[config.mk]
export PLATFORM = sky130hd
export DESIGN_NAME = wpol_cache
export DESIGN_NICKNAME = d
export VERILOG_FILES = /design/src/rtl/wpol_pkg.sv /design/src/rtl/wpol_rst_sync.sv /design/src/rtl/wpol_lines.sv /design/src/rtl/wpol_fsm.sv /design/src/rtl/wpol_cache.sv
export SDC_FILE = /design/constraint.sdc
export NUM_CORES = 1
export LEC_CHECK = 0
export BUFFER_PORTS_ARGS = -buffer_cell sky130_fd_sc_hd__buf_2
export CORE_MARGIN = 1.5
export CORE_UTILIZATION = 50
export CTS_CLUSTER_SIZE = 40
export DETAILED_ROUTE_END_ITERATION = 8
export PLACE_DENSITY_LB_ADDON = 0.08
export SYNTH_ARGS = -nofsm -noshare
export SYNTH_HDL_FRONTEND = slang
export SYNTH_SLANG_ARGS = --single-unit
export TNS_END_PERCENT = 100
[constraint.sdc]
create_clock -name clk -period 3.58 [get_ports clk]
set_input_delay 0.358 -clock clk [delete_from_list [all_inputs] [get_ports clk]]
set_output_delay 0.358 -clock clk [all_outputs]
set_load 0.01 [all_outputs]
[src/rtl/wpol_pkg.sv]
package wpol_pkg;
  // Controller phases; the memory phases each hold one memory transaction
  typedef enum logic [2:0] {
    PH_IDLE  = 3'd0,
    PH_WRT   = 3'd1,  // write-through store to memory
    PH_EVICT = 3'd2,  // copy dirty victim to memory
    PH_FILL  = 3'd3,  // read line from memory
    PH_DONE  = 3'd4   // completion cycle after a memory phase
  } phase_t;
endpackage

[src/rtl/wpol_rst_sync.sv]
module wpol_rst_sync (
  input  logic clk,
  input  logic rst_n,
  output logic rst_sync_n
);
  logic [1:0] sync_q;

  always_ff @(posedge clk or negedge rst_n) begin
    if (!rst_n) sync_q <= 2'b00;
    else        sync_q <= {sync_q[0], 1'b1};
  end

  assign rst_sync_n = sync_q[1];
endmodule

[src/rtl/wpol_lines.sv]
module wpol_lines #(
  parameter int IDX_W  = 3,
  parameter int TAG_W  = 5,
  parameter int DATA_W = 8
) (
  input  logic              clk,
  input  logic              rst_n,
  input  logic [IDX_W-1:0]  idx,
  input  logic [TAG_W-1:0]  tag_in,
  input  logic              fill_en,
  input  logic [DATA_W-1:0] fill_data,
  input  logic              upd_en,
  input  logic [DATA_W-1:0] upd_data,
  input  logic              dirty_set,
  output logic              l_vld,
  output logic              l_drt,
  output logic [TAG_W-1:0]  l_tag,
  output logic [DATA_W-1:0] l_data
);
  localparam int LINES = 1 << IDX_W;

  logic [LINES-1:0] vld_vec;
  logic [LINES-1:0] drt_vec;
  logic [TAG_W-1:0]  tag_arr [LINES];
  logic [DATA_W-1:0] dat_arr [LINES];

  for (genvar g = 0; g < LINES; g++) begin : g_line
    logic              sel;
    logic              vld_q;
    logic              drt_q;
    logic              flag_en;
    logic [TAG_W-1:0]  tag_q;
    logic [DATA_W-1:0] dat_q;

    assign sel     = (idx == IDX_W'(g));
    assign flag_en = sel && (fill_en || dirty_set);

    // status bits: reset to a known empty state
    always_ff @(posedge clk or negedge rst_n) begin
      if (!rst_n) begin
        vld_q <= 1'b0;
        drt_q <= 1'b0;
      end else if (flag_en) begin
        vld_q <= 1'b1;
        drt_q <= dirty_set;
      end
    end

    // tag and data: no reset, qualified by valid
    always_ff @(posedge clk) begin
      if (sel && fill_en) tag_q <= tag_in;
    end

    always_ff @(posedge clk) begin
      if (sel && (fill_en || upd_en)) dat_q <= upd_en ? upd_data : fill_data;
    end

    assign vld_vec[g] = vld_q;
    assign drt_vec[g] = drt_q;
    assign tag_arr[g] = tag_q;
    assign dat_arr[g] = dat_q;
  end

  assign l_vld  = vld_vec[idx];
  assign l_drt  = drt_vec[idx];
  assign l_tag  = tag_arr[idx];
  assign l_data = dat_arr[idx];
endmodule

[src/rtl/wpol_fsm.sv]
module wpol_fsm
  import wpol_pkg::*;
(
  input  logic clk,
  input  logic rst_n,
  input  logic wb_mode,
  input  logic cpu_valid,
  input  logic cpu_we,
  input  logic hit,
  input  logic vic_dirty,
  input  logic mem_ack,
  output logic cpu_ready,
  output logic mem_req,
  output logic mem_we,
  output logic evict_sel,
  output logic fill_en,
  output logic upd_en,
  output logic dirty_set
);
  phase_t ph_q, ph_d, act;
  logic   idle, quick, mem_busy, ph_en;

  always_comb begin
    idle  = (ph_q == PH_IDLE);
    // one-cycle completion: read hit, or write hit under write-back
    quick = cpu_valid && hit && (!cpu_we || wb_mode);
    if (!idle)                  act = ph_q;
    else if (cpu_we && !wb_mode) act = PH_WRT;
    else if (vic_dirty)         act = PH_EVICT;
    else                        act = PH_FILL;
    mem_busy = (idle && cpu_valid && !quick) ||
               (ph_q == PH_WRT) || (ph_q == PH_EVICT) || (ph_q == PH_FILL);
  end

  always_comb begin
    ph_d = ph_q;
    if (mem_busy) begin
      if (mem_ack) ph_d = (act == PH_EVICT) ? PH_FILL : PH_DONE;
      else         ph_d = act;
    end else if (ph_q == PH_DONE) begin
      ph_d = PH_IDLE;
    end
  end

  assign ph_en = (ph_d != ph_q);

  always_ff @(posedge clk or negedge rst_n) begin
    if (!rst_n)     ph_q <= PH_IDLE;
    else if (ph_en) ph_q <= ph_d;
  end

  assign cpu_ready = (idle && quick) || (ph_q == PH_DONE);
  assign mem_req   = mem_busy;
  assign mem_we    = mem_busy && ((act == PH_WRT) || (act == PH_EVICT));
  assign evict_sel = mem_busy && (act == PH_EVICT);
  assign fill_en   = mem_busy && mem_ack && (act == PH_FILL);
  // writes touch the line only after the tag check has confirmed a hit
  assign upd_en    = cpu_valid && cpu_we && cpu_ready && hit;
  assign dirty_set = upd_en && wb_mode;
endmodule

[src/rtl/wpol_cache.sv]
module wpol_cache #(
  parameter int ADDR_W  = 8,
  parameter int IDX_W   = 3,
  parameter int DATA_W  = 8,
  parameter int MEM_LAT = 4
) (
  input  logic              clk,
  input  logic              rst_n,
  input  logic              wb_mode,
  input  logic              cpu_valid,
  input  logic              cpu_we,
  input  logic [ADDR_W-1:0] cpu_addr,
  input  logic [DATA_W-1:0] cpu_wdata,
  output logic              cpu_ready,
  output logic [DATA_W-1:0] cpu_rdata,
  output logic              mem_req,
  output logic              mem_we,
  output logic [ADDR_W-1:0] mem_addr,
  output logic [DATA_W-1:0] mem_wdata,
  input  logic              mem_ack,
  input  logic [DATA_W-1:0] mem_rdata
);
  localparam int TAG_W = ADDR_W - IDX_W;

  logic              rst_q_n;
  logic [IDX_W-1:0]  idx;
  logic [TAG_W-1:0]  tag;
  logic              l_vld, l_drt, hit, vic_dirty;
  logic [TAG_W-1:0]  l_tag;
  logic [DATA_W-1:0] l_data;
  logic              evict_sel, fill_en, upd_en, dirty_set;

  assign idx       = cpu_addr[IDX_W-1:0];
  assign tag       = cpu_addr[ADDR_W-1:IDX_W];
  assign hit       = l_vld && (l_tag == tag);
  assign vic_dirty = l_vld && l_drt;

  wpol_rst_sync u_rst (
    .clk        (clk),
    .rst_n      (rst_n),
    .rst_sync_n (rst_q_n)
  );

  wpol_lines #(.IDX_W(IDX_W), .TAG_W(TAG_W), .DATA_W(DATA_W)) u_lines (
    .clk       (clk),
    .rst_n     (rst_q_n),
    .idx       (idx),
    .tag_in    (tag),
    .fill_en   (fill_en),
    .fill_data (mem_rdata),
    .upd_en    (upd_en),
    .upd_data  (cpu_wdata),
    .dirty_set (dirty_set),
    .l_vld     (l_vld),
    .l_drt     (l_drt),
    .l_tag     (l_tag),
    .l_data    (l_data)
  );

  wpol_fsm u_fsm (
    .clk       (clk),
    .rst_n     (rst_q_n),
    .wb_mode   (wb_mode),
    .cpu_valid (cpu_valid),
    .cpu_we    (cpu_we),
    .hit       (hit),
    .vic_dirty (vic_dirty),
    .mem_ack   (mem_ack),
    .cpu_ready (cpu_ready),
    .mem_req   (mem_req),
    .mem_we    (mem_we),
    .evict_sel (evict_sel),
    .fill_en   (fill_en),
    .upd_en    (upd_en),
    .dirty_set (dirty_set)
  );

  // victim write-back uses the stored tag; everything else the CPU address
  assign mem_addr  = evict_sel ? {l_tag, idx} : cpu_addr;
  assign mem_wdata = evict_sel ? l_data : cpu_wdata;
  assign cpu_rdata = l_data;
endmodule

==> results of run 1 <==
[cell type report]
type                       instances  area [um2]
sequential                       125        3650
inverter                          15        56.3
clock inverter                    11        52.6
fill                             825        4280
clock buffer                      21         440
tap                              140         175
multi-input combinational        206        1870
timing repair buffer              78         460
[sequential cells by signal, summed over array words and instances, names as in the netlist]
register / count
u_lines.g_line.dat_q: 64
u_lines.g_line.tag_q: 40
u_lines.g_line.drt_q: 8
u_lines.g_line.vld_q: 8
u_fsm.ph_q: 3
u_rst.sync_q: 2
[logic make-up (layout without fill, tap and decap cells)]
group / Yosys count / count (layout)
multiplexers: 63 / 63
other: 1 / 1
XOR/XNOR: 3 / 3
flip-flops: 125 / 125
AO/OA/AOI/OAI: 42 / 42
buffers and inverters: 35 / 125
AND/OR/NAND/NOR: 97 / 97
[where the power goes]
group | internal, mW | switching [mW]
sequential | 1.67 | 0.0709
combinational | 0.276 | 0.331
clock | 0.862 | 0.581
[path summary, 6_finish.rpt]
kind                            slack [ns]                    endpoint                       start
worst max-delay path                  0.22                 mem_addr[3]                 cpu_addr[2]
worst min-delay path                  0.25             u_rst.sync_q[0]                       rst_n
worst max register to register        0.86  u_lines.g_line[2].dat_q[6]  u_lines.g_line[1].tag_q[0]
worst min register to register        0.34     u_lines.g_line[3].drt_q             u_rst.sync_q[1]
max in group asynchronous             2.74     u_lines.g_line[7].vld_q             u_rst.sync_q[1]
min in group clk                      0.26  u_lines.g_line[1].tag_q[1]                 cpu_addr[4]
[through the flow]
stage | setup slack (ns) | instance area, um2
4_1_cts | 0.205 | 6710
2_1_floorplan | 0.445 | 5710
3_3_place_gp | 0.271 | 6200
6_report | 0.218 | 6710
5_1_grt | 0.0778 | 6710
3_5_place_dp | 0.209 | 6200
[cell usage in the layout, fill, tap and decap left out, drive strengths merged, types with 3 or more instances in the layout]
| master | n |
|---|---|
| nor2b | 4 |
| nand4 | 4 |
| nand3 | 6 |
| o21ai | 3 |
| nor2 | 17 |
| mux2i | 20 |
| mux2 | 24 |
| o211ai | 3 |
| inv | 15 |
| o2bb2ai | 10 |
| xnor2 | 3 |
| mux4 | 19 |
| clkbuf | 21 |
| a21oi | 6 |
| nand3b | 8 |
| nand2b | 9 |
| nand2 | 39 |
| a211oi | 4 |
| edfxtp | 104 |
| buf | 77 |
| dfrtp | 21 |
| clkinv | 10 |
[critical path, stage by stage]
cell and delay, ns:
buf_2 0.29, buf_12 0.21, mux2i_1 0.26, o2bb2ai_1 0.18, o21ai_0 0.22, a2111oi_4 0.43, a31oi_1 0.14, o21ai_2 0.16
buf_4 0.24, mux2_2 0.36, buf_2 0.14
[layer usage]
layer  vias up  GRT usage  wire length (um)
met5         -          0                 0
met4         0      0.104               248
met3        18     0.0533               665
met2        96      0.358              5870
met1      1655      0.272              5170
li1       1560          -                 -
==> out/qor.csv, run 1 <==
stage,metric,value,unit
synthesis,ys_ff_latch,125,
clocking,htree_levels,4,
clocking,ctsHoldBuffers,1,
detailed_routing,remaining_drc_errors,0,
power,leakagePower,2.62,nW
grt,grt_pass1_vias,3300,
clocking,clockBufferDepth,2,
synthesis,synth_compound_area_frac,0.0699,
synthesis,synthXorXnorAreaFrac,0.00723,
setup_path,cp-end-kind,primary output,
die,start_util,0.520,
power,p_per_area,565,nW/um2
detailed_routing,vias,3329,
die,fp.dieW,110,um
synthesis,yosysMostFrequentCell,edfxtp_1,
synthesis,synthArstFlopShare,0.168,
synthesis,synth-simple-area-share,0.0878,
sta,finalSetupTns,0,ns
grt,grt_usage,0.218,
synthesis,avgSynthCellArea,15.6,um2
detailed_routing,drtIter0Drc,147,
synthesis,muxShareOfSynthArea,0.163,
final_layout,final_net_count,473,
synthesis,synth_adder_area_share,0,
sta,skew,0.00788,ns
clocking,clk_latency,0.42,ns
final_layout,utilization,0.611,
final_layout,stdcell_count,596,
synthesis,synth_cell_type_count,51,
final_layout,drive_gt1_frac,0.353,
sta,min_period,3.36,ns
grt,grt_pass1_wl,18200,um
synthesis,synthTopCellsByCount,"104 x edfxtp_1, 39 x nand2_1, 21 x dfrtp_1",
grt,grt_antenna_before_repair,0,
setup_path,reg2reg_depth,8,
setup_path,crit_type,in2out,
outcome,status,"finished, final reports clean",
min_path,hold_path.class,in2async,
setup_path,path_max_fanout,20,
die,dieArea,12100,um2
synthesis,synth_area,5710,um2
sta,setup-violations-final,0,
detailed_routing,vias_per_cell,5.59,
sta,hold_viol_final,0,
synthesis,synthFlopType,edfxtp_1,
sta,hold_ws,0.251,ns
grt,grt_max_degree,21,
placed_design,dp.cells,563,
die,ios,57,
sta,maxClockFrequency,297,MHz
clocking,numCtsBuffers,17,
flow_run,drv_cap,0,
clocking,cts_tree,yes,
synthesis,yosys-top-cells-area,"edfxtp_1 55%, dfrtp_1 9.2%, mux4_2 7.5%",
detailed_routing,wl_per_cell,20.1,um
synthesis,synth_top_area_cell,edfxtp_1,
grt,gr-total-overflow,0,
die,core,11000,um2
synthesis,ys_warn_count,0,
power,vdd_ir_drop_max,0.335,mV
sta,post-route-period-util,0.939,
final_layout,antenna_cells,0,
clocking,path_clk_slew,0.05,ns
synthesis,seq_area_frac_synth,0.639,
synthesis,synth_edf_count,104,
detailed_routing,ant_nets,0,
sta,tightest_slew,0.808,ns
synthesis,synthesis.nets,396,
clocking,clock-sinks,125,
synthesis,synth.top_cell.area_share,0.547,
sta,slew_viol_final,0,
clocking,post_cts_resize_count,0,
setup_path,start_kind,primary input,
die,die_y,110,um
final_layout,areaGrowthSynthToFinish,17.4,%
detailed_routing,drt_first_pass_iters,4,
sta,rsz0062_at_grt,false,
placed_design,port_buffers,56,
placed_design,dp_hpwl,8370,um
detailed_routing,drt-total-wl,12000,um
setup_path,required,3.22,ns
clocking,postCtsSetupBuffers,0,
placed_design,gp_congestion,0.846,
power,finalPower,3.79,mW
synthesis,syn_inst,366,
setup_path,cp.arrival,3.00,ns
synthesis,synth_top_family_by_area,multiplexers,
clocking,clk_root_buffer_cell,clkbuf_16,
die,rows,38,
sta,relSlewSlack,0.461,
No activity file was read; power rests on OpenSTA's default activity.
==> run 2: changes to the inputs <==
CAP_MARGIN = 20   (was default)
CTS_BUF_LIST = sky130_fd_sc_hd__clkbuf_16   (was default)
==> run 2 against run 1 <==
Total power fell by 0.35%. Global-route usage did not move. Via count fell by 0.12%. Critical path type unchanged. Critical endpoint unchanged. Largest cell class unchanged. Largest power group unchanged. Highest routed layer unchanged.
==> out/qor.csv, run 2 (synthesized netlist as in run 1, its figures left out) <==
stage,metric,value,unit
power,vdd_ir_drop_max,0.336,mV
outcome,status,"finished, final reports clean",
clocking,cts_tree,yes,
detailed_routing,wl_per_cell,20.0,um
power,p_seq_frac,0.461,
clocking,post_cts_resize_count,0,
power,comb_power_share,0.160,
detailed_routing,drtIter0Drc,147,
detailed_routing,remaining_drc_errors,0,
clocking,path_clk_slew,0.05,ns
detailed_routing,vias,3325,
placed_design,port_buffers,56,
grt,grt_usage,0.218,
detailed_routing,drt_first_pass_iters,4,
power,clockPowerShare,0.379,
setup_path,required,3.22,ns
placed_design,place_area,6200,um2
final_layout,stdcell_count,596,
die,rows,38,
die,dieArea,12100,um2
final_layout,drive_gt1_frac,0.353,
grt,grt_antenna_before_repair,0,
grt,grt_pass1_vias,3300,
grt,gr-total-overflow,0,
sta,tightest_slew,0.809,ns
die,die_y,110,um
setup_path,crit_type,in2out,
setup_path,cp.arrival,3.00,ns
grt,grt_max_degree,21,
clocking,postCtsSetupBuffers,0,
sta,setup_slack,0.219,ns
clocking,numCtsBuffers,17,
power,p_sw_frac,0.260,
power,finalPower,3.78,mW
final_layout,final_common_cell,edfxtp_1,
power,p_sw,0.981,mW
sta,hold_ws,0.248,ns
placed_design,gp_congestion,0.846,
final_layout,final_cell_area,6710,um2
clocking,ctsHoldBuffers,1,
sta,setup-violations-final,0,
flow_run,drv_cap,0,
setup_path,start_kind,primary input,
die,ios,57,
sta,hold_viol_final,0,
sta,finalSetupTns,0,ns
sta,slew_viol_final,0,
die,core,11000,um2
placed_design,dp_slack,0.209,ns
final_layout,utilization,0.611,
sta,min_period,3.36,ns
die,fp.dieW,110,um
sta,skew,0.0120,ns
final_layout,largest_reg_flops,64,
final_layout,regMostFlops,u_lines.g_line.dat_q,
power,leakagePower,2.64,nW
power,p_int,2.80,mW
setup_path,path_max_fanout,20,
sta,maxClockFrequency,298,MHz
final_layout,final_cell_mix,"104 x edfxtp_1, 56 x buf_2, 39 x nand2_1",
clocking,htree_levels,4,
detailed_routing,ant_nets,0,
placed_design,dp_hpwl,8370,um
grt,grt_pass1_wl,18200,um
sta,relSlewSlack,0.461,
clocking,clock-sinks,125,
setup_path,r2r_slack,0.86,ns
setup_path,cp-end-kind,primary output,
final_layout,largestRegisters,"u_lines.g_line.dat_q x64, u_lines.g_line.tag_q x40",
detailed_routing,drt-total-wl,11900,um
detailed_routing,vias_per_cell,5.58,
clocking,clockBufferDepth,2,
sta,post-route-period-util,0.939,
clocking,clk_latency,0.42,ns
placed_design,dp.cells,563,
die,start_util,0.520,
clocking,clk_root_buffer_cell,clkbuf_16,
sta,rsz0062_at_grt,false,
final_layout,antenna_cells,0,
final_layout,areaGrowthSynthToFinish,17.4,%
final_layout,final_net_count,473,
min_path,hold_path.class,in2async,
power,p_per_area,563,nW/um2
run 2: cell types whose count changed in the layout (fill, tap and decap cells not counted), sizes merged:
cell,delta
clkbuf,-4
inv,+4
run 2: final timing paths:
kind / start / endpoint / cells past startpoint
max: cpu_addr[2] / mem_addr[3] / 11
max reg2reg: u_lines.g_line[1].tag_q[0] / u_lines.g_line[2].dat_q[6] / 8
min in group clk: cpu_addr[4] / u_lines.g_line[0].tag_q[1] / 1
max in group asynchronous: u_rst.sync_q[1] / u_lines.g_line[3].vld_q / 0
min: rst_n / u_rst.sync_q[0] / 2
min reg2reg: u_rst.sync_q[1] / u_lines.g_line[3].drt_q / 0
run 2: area by class of cell:
class	count	area [um2]
Fill cell	825	4280
Timing Repair Buffer	78	460
Inverter	15	56.3
Clock buffer	17	425
Multi-Input combinational cell	206	1870
Clock inverter	15	67.6
Sequential cell	125	3650
Tap cell	140	175
run 2: metal layers:
layer / vias to the layer above / global-route usage / routed length [um]
met5: - / 0 / 0
met3: 15 / 0.0533 / 783
met1: 1649 / 0.272 / 5090
met4: 0 / 0.104 / 200
met2: 101 / 0.358 / 5860
li1: 1560 / - / -
run 2: power by group through the flow:
stage	Combinational, mW	Sequential, mW	Clock (mW)
floorplan	0.437	1.74	0
global placement	0.604	1.77	0
detailed placement	0.611	1.77	0
CTS	0.612	1.74	1.46
global route	0.665	1.75	1.51
finish	0.606	1.74	1.43
run 2: critical path, cell delays in order:
cell	delay [ns]
buf_2	0.29
buf_12	0.21
mux2i_1	0.26
o2bb2ai_1	0.18
o21ai_0	0.22
a2111oi_4	0.43
a31oi_1	0.14
o21ai_2	0.16
buf_4	0.24
mux2_2	0.36
buf_2	0.14
==> run 3: changes to the inputs <==
ABC_AREA = 1   (was default)
==> run 3 against run 2 <==
Non-clock buffer count fell by 4. Critical endpoint is now mem_wdata[7]. Cell count is 30% higher. Clock-buffer cell count stayed put.
==> out/qor.csv, run 3 <==
stage,metric,value,unit
outcome,status,"finished, final reports clean",
detailed_routing,vias_per_cell,5.39,
setup_path,start_kind,register,
placed_design,place_area,6050,um2
die,fp.dieW,109,um
synthesis,ys_ff_latch,125,
final_layout,final_net_count,650,
synthesis,seq_area_frac_synth,0.650,
detailed_routing,drt_first_pass_iters,5,
final_layout,final_cell_mix,"227 x nand2_1, 104 x edfxtp_1, 56 x buf_2",
synthesis,yosys-top-cells-area,"edfxtp_1 56%, nand2_1 15%, dfrtp_1 9.4%",
power,vdd_ir_drop_max,0.346,mV
final_layout,antenna_cells,0,
clocking,clock-sinks,125,
final_layout,drive_gt1_frac,0.191,
detailed_routing,wl_per_cell,17.2,um
sta,setup-violations-final,0,
min_path,hold_path.class,in2async,
detailed_routing,drt-total-wl,13300,um
setup_path,r2r_start,u_lines.g_line[3].tag_q[2],
setup_path,reg2reg_to,u_lines.g_line[0].dat_q[4],
power,finalPower,3.92,mW
setup_path,crit_type,reg2out,
synthesis,synthArstFlopShare,0.168,
clocking,clk_root_buffer_cell,clkbuf_16,
synthesis,ys_warn_count,0,
sta,relSlewSlack,0.476,
detailed_routing,remaining_drc_errors,0,
clocking,postCtsSetupBuffers,0,
synthesis,syn_inst,552,
die,ios,57,
final_layout,final_cell_area,6620,um2
clocking,htree_levels,4,
die,rows,38,
grt,grt_antenna_before_repair,0,
detailed_routing,ant_nets,0,
sta,tightest_slew,0.787,ns
clocking,numCtsBuffers,17,
clocking,path_clk_slew,0.06,ns
synthesis,synth_cell_type_count,36,
sta,skew,0.0111,ns
sta,rsz0062_at_grt,false,
placed_design,port_buffers,56,
synthesis,synth.top_cell.area_share,0.556,
synthesis,yosysMostFrequentCell,nand2_1,
clocking,clk_latency,0.41,ns
final_layout,multi_input_area,1670,um2
grt,gr-total-overflow,0,
setup_path,cp.arrival,2.86,ns
setup_path,path_max_fanout,18,
placed_design,dp_hpwl,9390,um
clocking,clockBufferDepth,2,
placed_design,dp_slack,0.413,ns
setup_path,cp-end-kind,primary output,
synthesis,avgSynthCellArea,10.2,um2
synthesis,synth_edf_count,104,
flow_run,drv_cap,0,
final_layout,n_fill_cell,933,
placed_design,dp.cells,740,
die,start_util,0.516,
grt,grt_usage,0.246,
grt,grt_max_degree,26,
sta,min_period,3.21,ns
sta,finalSetupTns,0,ns
detailed_routing,drtIter0Drc,242,
power,p_per_area,592,nW/um2
final_layout,regArea,3650,um2
setup_path,required,3.22,ns
grt,grt_pass1_vias,4062,
die,dieArea,11900,um2
setup_path,r2r_slack,0.97,ns
final_layout,largestRegisters,"u_lines.g_line.dat_q x64, u_lines.g_line.tag_q x40",
final_layout,final_common_cell,nand2_1,
final_layout,largest_reg_flops,64,
synthesis,synth_top_area_cell,edfxtp_1,
synthesis,synth_area,5610,um2
power,leakagePower,2.86,nW
sta,slew_viol_final,0,
grt,grt_pass1_wl,21200,um
sta,hold_viol_final,0,
synthesis,synthFlopType,edfxtp_1,
final_layout,stdcell_count,773,
sta,maxClockFrequency,311,MHz
final_layout,areaGrowthSynthToFinish,18.0,%
die,core,10900,um2
sta,post-route-period-util,0.898,
synthesis,synthesis.nets,582,
clocking,cts_tree,yes,
synthesis,synthTopCellsByCount,"227 x nand2_1, 104 x edfxtp_1, 35 x inv_1",
sta,setup_slack,0.365,ns
final_layout,regMostFlops,u_lines.g_line.dat_q,
clocking,post_cts_resize_count,0,
setup_path,reg2reg_depth,11,
placed_design,gp_congestion,0.858,
die,die_y,109,um
detailed_routing,vias,4167,
==> run 3: cell count changes in the layout (fill, tap and decap cells not counted), sizes merged, moves of 14 or more <==
| cell | previous run | this run |
|---|---|---|
| nand2 | 39 | 229 |
| inv | 19 | 45 |
| mux2 | 24 | 0 |
| mux2i | 20 | 0 |
| nand3 | 6 | 26 |
| mux4 | 19 | 0 |
| a22oi | 2 | 16 |
==> run 3: stage by stage <==
step / utilization / hold slack [ns]
global route: 0.608 / 0.273
detailed placement: 0.556 / 0.150
CTS: 0.608 / 0.249
floorplan: - / 0.0624
finish: 0.608 / 0.255
global placement: 0.556 / 0.146
==> run 3: worst max-delay path by stage <==
stage                               start                         end  slack (ns)  cells after the start
2_1_floorplan                 cpu_addr[1]  u_lines.g_line[1].dat_q[0]        0.80                     13
3_3_place_gp                  cpu_addr[1]                mem_wdata[2]        0.44                     16
3_5_place_dp                  cpu_addr[0]                mem_wdata[7]        0.41                     17
4_1_cts        u_lines.g_line[3].tag_q[2]                mem_wdata[7]        0.38                     14
5_1_grt                       cpu_addr[0]                mem_wdata[7]        0.08                     17
6_report       u_lines.g_line[3].tag_q[2]                mem_wdata[7]        0.37                     14
==> run 3: cell families (layout without fill, tap and decap cells) <==
| kind of cell | after synthesis | after routing | share of synthesized area |
|---|---|---|---|
| AOI/OAI and AO/OA | 55 | 55 | 0.0671 |
| and+or+nand+nor | 306 | 306 | 0.229 |
| DFF | 125 | 125 | 0.650 |
| buffers and inverters | 65 | 146 | 0.0530 |
| other | 1 | 1 | 0.000668 |
==> run 3: where the power goes <==
part / switching [mW] / internal, mW
sequential: 0.0280 / 1.63
clock: 0.671 / 0.962
combinational: 0.435 / 0.198
total: 1.13 / 2.79
==> run 3: cell type report <==
class                           count  share of cell area
Clock buffer                       17              0.0642
Clock inverter                     15              0.0208
Inverter                           40              0.0227
Multi-Input combinational cell    362               0.252
Sequential cell                   125               0.551
Tap cell                          140              0.0265
Timing Repair Buffer               74              0.0631
==> run 3: repair_timing <==
item / CTS / global route
endpoints found under the hold margin: 2 / 0
hold buffers: 1 / 0
endpoints found under the setup margin: 0 / 0
==> run 3: worst max-delay path, stage by stage (launching register included) <==
cell	delay [ns]
edfxtp_1	0.38
nand2_1	0.09
nand2_1	0.07
nand2_1	0.05
nand3_1	0.14
nand3_1	0.14
nand2_1	0.06
nor2_1	0.16
nand4_2	0.16
nand2_1	0.09
nand2_1	0.23
nand2_2	0.39
inv_2	0.15
o21ai_0	0.17
buf_2	0.15
==> run 3: metal layers <==
metal	GRT usage	routed length (um)
met1	0.285	5320
met2	0.443	7160
met3	0.0430	495
met4	0.110	332
met5	0	0
